<file path="config.mk">
export PLATFORM = sky130hd
export DESIGN_NAME = i2c_bus_recovery
export DESIGN_NICKNAME = d
export VERILOG_FILES = /design/src/rtl/rcv_pkg.sv /design/src/rtl/rcv_sync.sv /design/src/rtl/rcv_regs.sv /design/src/rtl/rcv_seq.sv /design/src/rtl/i2c_bus_recovery.sv
export SDC_FILE = /design/constraint.sdc
export NUM_CORES = 1
export LEC_CHECK = 0
export BUFFER_PORTS_ARGS = -buffer_cell sky130_fd_sc_hd__buf_2
export CAP_MARGIN = 20
export CORE_AREA = 8 8 45 47
export DETAILED_ROUTE_END_ITERATION = 8
export DIE_AREA = 0 0 53 55
export SLEW_MARGIN = 20
export SYNTH_ARGS = -nofsm -noshare
export SYNTH_HDL_FRONTEND = slang
export SYNTH_SLANG_ARGS = --single-unit
</file>
<file path="constraint.sdc">
create_clock -name clk -period 1 [get_ports clk]
set_input_delay 0 -clock clk [delete_from_list [all_inputs] [get_ports clk]]
set_output_delay 0 -clock clk [all_outputs]
set_load 0.01 [all_outputs]
</file>
<file path="src/rtl/rcv_pkg.sv">
// Shared definitions for the bus recovery helper.
// Assumes: one byte-wide register, fields at fixed bit positions.
package rcv_pkg;
    localparam int REG_W   = 8;
    localparam int BIT_EN  = 0;
    localparam int BIT_TOG = 1;
    localparam int BIT_SDA = 2;

    typedef enum logic [1:0] {
        ST_IDLE = 2'd0,
        ST_REL  = 2'd1,
        ST_HOLD = 2'd2
    } seq_st_t;
endpackage

</file>
<file path="src/rtl/rcv_sync.sv">
// Multi-stage synchronizer for the SDA pad level.
// Assumes: the input is asynchronous to clk; flops reset to the idle-high bus level.
module rcv_sync #(
    parameter int STAGES = 2
) (
    input  logic clk,
    input  logic rst_n,
    input  logic d_in,
    output logic d_sync
);
    logic [STAGES-1:0] chain;

    genvar gi;
    generate
        for (gi = 0; gi < STAGES; gi++) begin : g_stage
            if (gi == 0) begin : g_first
                // Capture the raw pad level.
                always_ff @(posedge clk) begin
                    if (!rst_n) chain[0] <= 1'b1;
                    else        chain[0] <= d_in;
                end
            end else begin : g_next
                // Shift the level one stage further.
                always_ff @(posedge clk) begin
                    if (!rst_n) chain[gi] <= 1'b1;
                    else        chain[gi] <= chain[gi-1];
                end
            end
        end
    endgenerate

    assign d_sync = chain[STAGES-1];
endmodule

</file>
<file path="src/rtl/rcv_regs.sv">
// Register decode: holds the enable, qualifies pulse requests, builds read data.
// Assumes: writes are single-cycle strobes; a request counts only when already
// enabled, the write keeps the enable set, SDA is low and no pulse is running.
module rcv_regs
    import rcv_pkg::*;
(
    input  logic             clk,
    input  logic             rst_n,
    input  logic             wr,
    input  logic [REG_W-1:0] wdata,
    input  logic             sda_sync,
    input  logic             busy,
    output logic             start,
    output logic             kill,
    output logic [REG_W-1:0] rdata
);
    logic en_q;
    logic unused_hi_bits;

    // Hold the enable bit; reset clears it.
    always_ff @(posedge clk) begin
        if (!rst_n)  en_q <= 1'b0;
        else if (wr) en_q <= wdata[BIT_EN];
    end

    // Qualify a pulse request and detect a disabling write.
    always_comb begin
        start = wr && wdata[BIT_TOG] && wdata[BIT_EN] && en_q && !sda_sync && !busy;
        kill  = !en_q || (wr && !wdata[BIT_EN]);
    end

    // Assemble the read view; unused bits read 0.
    always_comb begin
        rdata          = '0;
        rdata[BIT_EN]  = en_q;
        rdata[BIT_TOG] = busy;
        rdata[BIT_SDA] = en_q & sda_sync;
    end

    assign unused_hi_bits = ^wdata[REG_W-1:BIT_SDA];
endmodule

</file>
<file path="src/rtl/rcv_seq.sv">
// Pulse sequencer: releases SCL for HIGH_CYC cycles, then pulls it low for
// LOW_CYC cycles, then returns SCL to the main controller.
// Assumes: start only arrives while idle; kill wins over everything else.
module rcv_seq
    import rcv_pkg::*;
#(
    parameter int HIGH_CYC = 1,
    parameter int LOW_CYC  = 1
) (
    input  logic clk,
    input  logic rst_n,
    input  logic start,
    input  logic kill,
    input  logic ctl_scl_oe,
    output logic busy,
    output logic scl_oe
);
    localparam int MAX_CYC = (HIGH_CYC > LOW_CYC) ? HIGH_CYC : LOW_CYC;
    localparam int CNT_W   = (MAX_CYC > 1) ? $clog2(MAX_CYC) : 1;
    localparam logic [CNT_W-1:0] HIGH_LD = CNT_W'(HIGH_CYC - 1);
    localparam logic [CNT_W-1:0] LOW_LD  = CNT_W'(LOW_CYC - 1);

    seq_st_t          st;
    logic [CNT_W-1:0] cnt;

    // Step through the release and hold phases, counting cycles in each.
    always_ff @(posedge clk) begin
        if (!rst_n || kill) begin
            st  <= ST_IDLE;
            cnt <= '0;
        end else begin
            case (st)
                ST_IDLE: begin
                    if (start) begin
                        st  <= ST_REL;
                        cnt <= HIGH_LD;
                    end
                end
                ST_REL: begin
                    if (cnt == '0) begin
                        st  <= ST_HOLD;
                        cnt <= LOW_LD;
                    end else begin
                        cnt <= cnt - 1'b1;
                    end
                end
                ST_HOLD: begin
                    if (cnt == '0) st <= ST_IDLE;
                    else           cnt <= cnt - 1'b1;
                end
                default: begin
                    st  <= ST_IDLE;
                    cnt <= '0;
                end
            endcase
        end
    end

    // Choose who drives SCL: the sequencer during a pulse, the controller otherwise.
    always_comb begin
        busy = (st != ST_IDLE);
        case (st)
            ST_REL:  scl_oe = 1'b0;
            ST_HOLD: scl_oe = 1'b1;
            default: scl_oe = ctl_scl_oe;
        endcase
    end
endmodule

</file>
<file path="src/rtl/i2c_bus_recovery.sv">
// Top level of the stuck-SDA recovery helper: synchronizer, register decode
// and pulse sequencer.
// Assumes: sda_in is the raw pad level; scl_oe feeds an open-drain pad.
module i2c_bus_recovery
    import rcv_pkg::*;
#(
    parameter int SYNC_STAGES = 2,
    parameter int HIGH_CYC    = 1,
    parameter int LOW_CYC     = 1
) (
    input  logic             clk,
    input  logic             rst_n,
    input  logic             reg_wr,
    input  logic [REG_W-1:0] reg_wdata,
    output logic [REG_W-1:0] reg_rdata,
    input  logic             sda_in,
    input  logic             ctl_scl_oe,
    output logic             scl_oe
);
    logic sda_sync;
    logic busy;
    logic start;
    logic kill;

    rcv_sync #(.STAGES(SYNC_STAGES)) u_sync (
        .clk    (clk),
        .rst_n  (rst_n),
        .d_in   (sda_in),
        .d_sync (sda_sync)
    );

    rcv_regs u_regs (
        .clk      (clk),
        .rst_n    (rst_n),
        .wr       (reg_wr),
        .wdata    (reg_wdata),
        .sda_sync (sda_sync),
        .busy     (busy),
        .start    (start),
        .kill     (kill),
        .rdata    (reg_rdata)
    );

    rcv_seq #(.HIGH_CYC(HIGH_CYC), .LOW_CYC(LOW_CYC)) u_seq (
        .clk        (clk),
        .rst_n      (rst_n),
        .start      (start),
        .kill       (kill),
        .ctl_scl_oe (ctl_scl_oe),
        .busy       (busy),
        .scl_oe     (scl_oe)
    );
endmodule

</file>
==> flow_summary.json, run 1 <==
{
  "status": "finished, violations left",
  "violations": "negative setup slack",
  "cts_made_buffers": 3,
  "syn_area_sq_um": 342,
  "critPathMaxStageDelay_ns": 0.33,
  "globalRouteTotalUtil": 0.0596,
  "route.detailed.drc": 0,
  "cts_max_path_buffers": 2,
  "rows": 14,
  "async_flop_share": 0,
  "finalSetupViolCount": 3,
  "hold_class": "in -> reg",
  "num_antenna_cells": 0,
  "maxCapViolCount": 0,
  "cp.required_ns": 1.00,
  "synth_mux_area_frac": 0.121,
  "cts.sinks": 5,
  "placed_cell_area_sq_um": 408,
  "dieHeight_um": 55,
  "drtPass1Iterations": 4,
  "regArea_sq_um": 104,
  "htreeDepth": 1,
  "core_area_sq_um": 1380,
  "fillers": 141,
  "drive_gt1_frac": 0.588,
  "cp-end-kind": "output pin",
  "antenna_found_initial": 0,
  "synth-simple-area-share": 0.103,
  "max_freq_ghz": 0.765,
  "yosysSeqAreaShare": 0.293,
  "fin_crit_sh": 1.31,
  "grt_pass1_wl_mm": 1.19,
  "ant_nets": 0,
  "multi_input_area_sq_um": 250,
  "grt_pass1_vias": 295,
  "start_util": 0.247,
  "clk_pin_slew_ns": 0.04,
  "ys_top_cells_by_count": "buf_4 (7), dfxtp_1 (5), ha_1 (4), inv_1 (4), o2111ai_1 (4)",
  "synth-compound-area-share": 0.128,
  "hold_viol": 0,
  "synth_top_family_by_area": "buffers and inverters",
  "synth_most_common_cell": "buf_4",
  "yosys.area_share.xor_xnor": 0,
  "die_w_um": 53,
  "syn_area_per_cell_sq_um": 9.76,
  "path_class": "reg -> out",
  "ys_types": 13,
  "synth_flop_cell": "dfxtp_1",
  "peakVddDrop_mv": 0.370,
  "slowest_stage": "dfxtp_2",
  "synth_top_area_frac": 0.293,
  "fin_skew_ns": 0.000333,
  "synthTopCellsByArea": "dfxtp_1 (29%), buf_4 (15%), ha_1 (15%)",
  "cts_tree": "built",
  "post-route-min-period_ns": 1.31,
  "port_buffers": 10,
  "cp.buffers_inverters": 2,
  "arrival_ns": 1.31,
  "tns_ns": -0.342,
  "p_per_area_nw_per_um2": 974,
  "syn_to_final_growth_pct": 53.5,
  "syn_inst": 35,
  "final_cells": 67,
  "cts-root-buf": "clkbuf_4",
  "via_count": 285,
  "stdcell_area_sq_um": 524,
  "synth_top_area_cell": "dfxtp_1",
  "synth-seq-cells": 5,
  "die-area_sq_um": 2920,
  "path_max_fanout": 3,
  "synth-edff-count": 0,
  "grt_max_degree": 9,
  "leakage_nw": 0.240,
  "worstPathCellList": "inv_2, ha_4, mux2_4, buf_6",
  "place_inst": 62,
  "gp_congestion": 0.692,
  "utilization": 0.379,
  "overflow": 0,
  "cp_top_family": "flip-flops",
  "slew_viol_final": 0,
  "rsz0062_at_grt": "yes",
  "drt_wl_total_um": 812,
  "drt_iter0_drc": 11,
  "synth_fa_ha_area_frac": 0.147,
  "ys_warn_count": 0,
  "cp-start-kind": "register",
  "nets": 69,
  "vias_per_cell": 4.25,
  "clk_latency_ns": 0.24,
  "pin_count": 22,
  "hold_slack_ns": 0.0125,
  "final.setup.worst_slack_ns": -0.307,
  "routedWlPerCell_um": 12.1
}
-- where the power goes --
group / internal [mW] / leakage [nW] / switching [mW] / total [mW]
clock network: 0.151 / 0.0150 / 0.0820 / 0.233
logic: 0.0286 / 0.183 / 0.0351 / 0.0637
registers: 0.207 / 0.0424 / 0.00752 / 0.214
-- worst paths after layout --
path / from / end / slack [ns] / cells past startpoint
worst max-delay path: u_seq.st[0] / scl_oe / -0.31 / 4
worst min-delay path: rst_n / u_sync.chain[0] / 0.01 / 2
worst max register to register: u_seq.st[0] / u_seq.st[0] / -0.03 / 5
worst min register to register: u_sync.chain[0] / u_sync.d_sync / 0.41 / 1
-- flip-flops by register name, indices dropped and copies added, names as in the netlist --
| register | flops |
|---|---|
| u_seq.st | 2 |
| u_regs.en_q | 1 |
| u_sync.chain | 1 |
| u_sync.d_sync | 1 |
-- cell type report --
cell class | instances | area share
multi-input combinational | 23 | 0.477
clock buffer | 4 | 0.0501
tap | 16 | 0.0382
timing repair buffer | 15 | 0.203
sequential | 5 | 0.198
inverter | 4 | 0.0334
-- placed cells by master (no fill, tap or decap), types with 3 or more instances in the layout --
cell type / netlist / routed
buf_6: 0 / 3
conb_1: 1 / 5
buf_2: 0 / 8
clkbuf_4: 0 / 3
ha_4: 0 / 3
mux2i_1: 3 / 3
buf_4: 7 / 3
dfxtp_2: 0 / 3
-- per-stage QoR --
stage	setup WS (ns)	power (mW)
2_1_floorplan	0.00589	0.259
3_3_place_gp	-0.0874	0.267
6_report	-0.307	0.511
5_1_grt	-0.365	0.554
4_1_cts	-0.320	0.523
3_5_place_dp	-0.135	0.270
-- cells by family (layout without fill, tap and decap cells) --
group	after synthesis	after routing
compound gates	5	5
fa+ha+maj	4	4
buf+inv	11	23
flops	5	5
mux	4	4
other cells	1	5
simple gates	5	5
-- metal layers --
layer | global-route usage | part of all wire | vias up | wire length [um]
met1 | 0.0457 | 0.35 | 129 | 284
met2 | 0.107 | 0.51 | 14 | 412
li1 | - | - | 142 | -
met5 | 0 | 0 | - | 0
met4 | 0.0517 | 0 | 0 | 0
met3 | 0.0321 | 0.14 | 0 | 114
-- timing repair --
| item | in CTS | in global routing |
|---|---|---|
| pin swaps | 2 | 0 |
| buffers inserted | 1 | 0 |
| hold buffers | 1 | 0 |
| endpoints found under the hold margin | 1 | 0 |
| resized for setup | 14 | 3 |
| setup endpoints to repair | 4 | 4 |
No activity file was read; power rests on OpenSTA's default activity.
==> run 2: changes to the inputs <==
--- a/config.mk
+++ b/config.mk
@@ -10,6 +10,7 @@
 export CORE_AREA = 8 8 45 47
 export DETAILED_ROUTE_END_ITERATION = 8
 export DIE_AREA = 0 0 53 55
+export REMOVE_ABC_BUFFERS = 1
 export SLEW_MARGIN = 20
 export SYNTH_ARGS = -nofsm -noshare
 export SYNTH_HDL_FRONTEND = slang
==> run 2 against run 1 <==
Against the previous run: the run still ends with negative setup slack left; core utilization fell by 1.7 points; global-route usage shrank 0.27 points; critical path depth is the same; non-clock buffer count up 1; die area stayed put; critical path type unchanged; critical endpoint unchanged; largest cell class unchanged; largest power group unchanged.
==> flow_summary.json, run 2 (synthesis results as in run 1) <==
{
  "status": "finished, violations left",
  "violations": "negative setup slack",
  "reg2reg_depth": 5,
  "overflow": 0,
  "via_count": 268,
  "slew_viol_final": 0,
  "hold_viol": 0,
  "nets": 70,
  "path_max_fanout": 2,
  "cts_tree": "built",
  "gp_congestion": 0.615,
  "fin_crit_sh": 1.29,
  "clk_latency_ns": 0.24,
  "globalRouteTotalUtil": 0.0569,
  "cp-end-kind": "output pin",
  "num_antenna_cells": 0,
  "largest_reg_flops": 2,
  "grt_util_met2": 0.0898,
  "maxCapViolCount": 0,
  "holdPathStages": 3,
  "r2r-end": "u_seq.st[0]",
  "core_area_sq_um": 1380,
  "fin_skew_ns": 0.00254,
  "post-cts-setup-buffers": 0,
  "route.detailed.drc": 0,
  "layout_commonest_cell": "buf_2",
  "post-route-min-period_ns": 1.29,
  "cts_made_buffers": 3,
  "drt_iter0_drc": 0,
  "drt_wl_total_um": 749,
  "start_util": 0.247,
  "port_buffers": 10,
  "pin_count": 22,
  "clk_pin_slew_ns": 0.04,
  "largest-register": "u_seq.st",
  "cts_max_path_buffers": 2,
  "die_w_um": 53,
  "leakage_nw": 0.240,
  "grt_max_degree": 9,
  "place_hpwl_um": 540,
  "rsz0062_at_grt": "yes",
  "rows": 14,
  "cts-root-buf": "clkbuf_4",
  "path_class": "reg -> out",
  "r2r_start": "u_seq.st[1]",
  "grt.busiest_layer": "met2",
  "holdCritStartpoint": "reg_wr",
  "p_per_area_nw_per_um2": 1010,
  "cp.required_ns": 1.00,
  "cts.sinks": 5,
  "dieHeight_um": 55,
  "antenna_found_initial": 0,
  "hold_end": "u_regs.en_q",
  "use_met3": 0.0321,
  "drive_gt1_frac": 0.558,
  "place_ws_ns": -0.104,
  "final.setup.worst_slack_ns": -0.294,
  "cp-start-kind": "register",
  "vias_per_cell": 3.94,
  "drtPass1Iterations": 1,
  "htreeDepth": 1,
  "syn_to_final_growth_pct": 46.5,
  "ant_nets": 0,
  "routedWlPerCell_um": 11.0,
  "tns_ns": -0.294,
  "final_cell_mix": "buf_2 (9), conb_1 (5), dfxtp_2 (4)",
  "grt_pass1_wl_mm": 1.12,
  "grt_pass1_vias": 276,
  "max_freq_ghz": 0.773,
  "hold_class": "in -> reg",
  "die-area_sq_um": 2920,
  "peakVddDrop_mv": 0.305,
  "finalSetupViolCount": 1,
  "grt_util_met1": 0.0518,
  "r2r_slack_ns": 0.01,
  "arrival_ns": 1.29
}
-- run 2: changes by cell type in the layout (fill, tap and decap cells not counted), sizes merged --
cell and change:
dlygate4sd3 +1
-- run 2: area by class of cell --
type | count | area, sq um
sequential | 5 | 105
tap | 16 | 20.0
fill | 138 | 883
multi-input combinational | 23 | 221
clock buffer | 4 | 26.3
timing repair buffer | 16 | 110
inverter | 4 | 17.5
-- run 2: how the worst max path moves through the flow --
stage,cells after the start,to,startpoint,slack [ns]
final,4,scl_oe,u_seq.st[0],-0.29
after global routing,4,scl_oe,u_seq.st[0],-0.34
after CTS,4,scl_oe,u_seq.st[0],-0.30
after detailed placement,4,scl_oe,u_seq.st[0],-0.10
after global placement,4,scl_oe,u_seq.st[0],-0.08
after floorplan,3,scl_oe,u_seq.st[0],-0.02
-- run 2: layer usage --
layer  wire length [um]  part of all wire
met1                294              0.39
met2                323              0.43
met3                131              0.17
met4                  0                 0
met5                  0                 0
-- run 2: critical path: stages (launching register included) --
cell     delay, ns
dfxtp_2       0.32
inv_2         0.05
ha_4          0.27
mux2_4        0.29
buf_6         0.12
-- run 2: timing repair --
item / 4_1_cts / 5_1_grt
endpoints found under the hold margin: 2 / 0
hold buffers: 2 / 0
endpoints found under the setup margin: 4 / 4
resized for setup: 11 / 4
pin swaps: 2 / 0
-- run 2: power breakdown --
part / internal, mW / leakage, nW / switching (mW)
combinational: 0.0309 / 0.183 / 0.0328
sequential: 0.207 / 0.0420 / 0.00696
clock: 0.151 / 0.0150 / 0.0789
-- run 2: stage by stage --
| stage | instance area, sq um | hold WS, ns | total power [mW] | util | cells |
|---|---|---|---|---|---|
| floorplan | 304 | 0.0730 | 0.240 | - | 32 |
| global placement | 404 | 0.181 | 0.265 | 0.292 | 62 |
| detailed placement | 404 | 0.184 | 0.266 | 0.292 | 62 |
| CTS | 483 | 0.0642 | 0.515 | 0.349 | 68 |
| global route | 500 | 0.110 | 0.540 | 0.362 | 68 |
| finish | 500 | 0.0703 | 0.507 | 0.362 | 68 |
==> run 3: changes to the inputs <==
--- a/config.mk
+++ b/config.mk
@@ -8,9 +8,11 @@
 export BUFFER_PORTS_ARGS = -buffer_cell sky130_fd_sc_hd__buf_2
 export CAP_MARGIN = 20
 export CORE_AREA = 8 8 45 47
+export CTS_BUF_LIST = sky130_fd_sc_hd__clkbuf_8
 export DETAILED_ROUTE_END_ITERATION = 8
 export DIE_AREA = 0 0 53 55
 export REMOVE_ABC_BUFFERS = 1
+export SKIP_LAST_GASP = 1
 export SLEW_MARGIN = 20
 export SYNTH_ARGS = -nofsm -noshare
 export SYNTH_HDL_FRONTEND = slang
==> run 3 against run 2 <==
Against the previous run: the flow still finishes with violations (negative setup slack); first-iteration DRC count increased by 1; flip-flop and latch count unchanged; highest routed layer unchanged; global-route usage decreased by 0.11 points; die area unchanged; power rose by 24%; setup slack improved by 0.023 ns; register-to-register slack about the same; design area rose by 1.0%.
==> flow_summary.json, run 3 (synthesis results as in run 1) <==
{
  "dr_wl_met3_um": 122,
  "routedWlPerCell_um": 11.1,
  "route.detailed.drc": 0,
  "rows": 14,
  "slew_viol_final": 0,
  "peakVddDrop_mv": 0.412,
  "met1_length_um": 301,
  "violations": "negative setup slack",
  "via_count": 265,
  "finalSetupViolCount": 2,
  "drive_gt1_frac": 0.549,
  "r2r_slack_ns": 0.02,
  "post-route-min-period_ns": 1.27,
  "largest-register": "u_seq.st",
  "globalRouteTotalUtil": 0.0558,
  "final_cells": 67,
  "place_hpwl_um": 540,
  "drtPass1Iterations": 2,
  "cp-end-kind": "output pin",
  "num_antenna_cells": 0,
  "pin_count": 22,
  "final_cell_mix": "buf_2 (9), conb_1 (5)",
  "routed.top_layer": "met3",
  "slowest_stage": "dfxtp_2",
  "path_class": "reg -> out",
  "vias_per_cell": 3.96,
  "rsz0062_at_grt": "yes",
  "p_per_area_nw_per_um2": 1250,
  "start_util": 0.247,
  "clk_latency_ns": 0.22,
  "place_ws_ns": -0.104,
  "drt_wl_total_um": 745,
  "cts.sinks": 5,
  "cp_top_family": "flip-flops",
  "cp-start-kind": "register",
  "leakage_nw": 0.248,
  "cts_tree": "built",
  "hold_class": "in -> reg",
  "cp.required_ns": 1.00,
  "cts_made_buffers": 3,
  "worstPathCellList": "inv_2, ha_4, mux2_4, buf_6",
  "die-area_sq_um": 2920,
  "core_area_sq_um": 1380,
  "max_freq_ghz": 0.787,
  "r2r_start": "u_seq.st[1]",
  "nets": 69,
  "die_w_um": 53,
  "grt_pass1_vias": 278,
  "largest_reg_flops": 2,
  "r2r-end": "u_seq.st[1]",
  "status": "finished, violations left",
  "holdPathStages": 2,
  "grt_pass1_wl_mm": 1.12,
  "final.setup.worst_slack_ns": -0.271,
  "syn_to_final_growth_pct": 48.0,
  "hold_viol": 0,
  "cts-root-buf": "clkbuf_8",
  "gp_congestion": 0.615,
  "fin_crit_sh": 1.27,
  "fin_skew_ns": 0.00106,
  "cp.buffers_inverters": 2,
  "maxCapViolCount": 0,
  "hold_end": "u_sync.chain[0]",
  "holdCritStartpoint": "rst_n",
  "wl_met2_um": 322,
  "critPathMaxStageDelay_ns": 0.32,
  "fillers": 139,
  "reg2reg_depth": 5,
  "utilization": 0.365,
  "cts_max_path_buffers": 2,
  "post-cts-setup-buffers": 0,
  "path_max_fanout": 2,
  "place_inst": 62,
  "antenna_found_initial": 0,
  "htreeDepth": 1,
  "dieHeight_um": 55,
  "ant_nets": 0,
  "layout_commonest_cell": "buf_2",
  "port_buffers": 10,
  "drt_iter0_drc": 1,
  "overflow": 0,
  "arrival_ns": 1.27,
  "grt_max_degree": 9,
  "clk_pin_slew_ns": 0.03
}
-- run 3: area by class of cell --
class	instances	area, sq um	share of cell area
clock buffer	3	41.3	0.0817
clock inverter	1	3.75	0.00743
inverter	4	15.0	0.0297
multi-input combinational	23	221	0.438
sequential	5	104	0.205
tap	16	20.0	0.0396
timing repair buffer	15	100	0.198
-- run 3: layer usage --
metal  track usage  vias to the layer above
met5             0                        -
met4        0.0517                        0
met3        0.0241                        0
met1        0.0518                      111
met2        0.0918                       14
li1              -                      140
-- run 3: what timing repair did --
item	CTS	global route
pin swaps	2	0
gates resized for setup	11	2
endpoints found under the setup margin	4	3
hold buffers	1	0
endpoints found under the hold margin	1	0
-- run 3: report_power, final --
group | switching (mW) | internal, mW
Combinational | 0.0324 | 0.0283
Sequential | 0.00704 | 0.207
Clock | 0.0922 | 0.263
Total | 0.132 | 0.498
-- run 3: worst max path at each step --
stage | slack [ns] | cells past startpoint | to | from
after floorplan | -0.02 | 3 | scl_oe | u_seq.st[0]
after global placement | -0.08 | 4 | scl_oe | u_seq.st[0]
after detailed placement | -0.10 | 4 | scl_oe | u_seq.st[0]
after CTS | -0.27 | 4 | scl_oe | u_seq.st[0]
after global routing | -0.31 | 4 | scl_oe | u_seq.st[0]
final | -0.27 | 4 | scl_oe | u_seq.st[0]
-- run 3: worst reg2reg max path, delay by kind of cell, from the launching register on --
family / cells / cell delay [ns]
AOI/OAI and AO/OA: 1 / 0.09
adders and majority gates: 1 / 0.17
buffers and inverters: 2 / 0.18
DFF: 1 / 0.32
muxes: 1 / 0.09
-- run 3: metrics by stage --
| stage | power (mW) | hold slack, ns | area (sq um) | setup TNS (ns) |
|---|---|---|---|---|
| floorplan | 0.240 | 0.0730 | 304 | -0.0188 |
| global placement | 0.265 | 0.181 | 404 | -0.120 |
| detailed placement | 0.266 | 0.184 | 404 | -0.123 |
| CTS | 0.640 | 0.0135 | 492 | -0.270 |
| global route | 0.667 | 0.0312 | 505 | -0.485 |
| finish | 0.630 | 0.0310 | 505 | -0.275 |
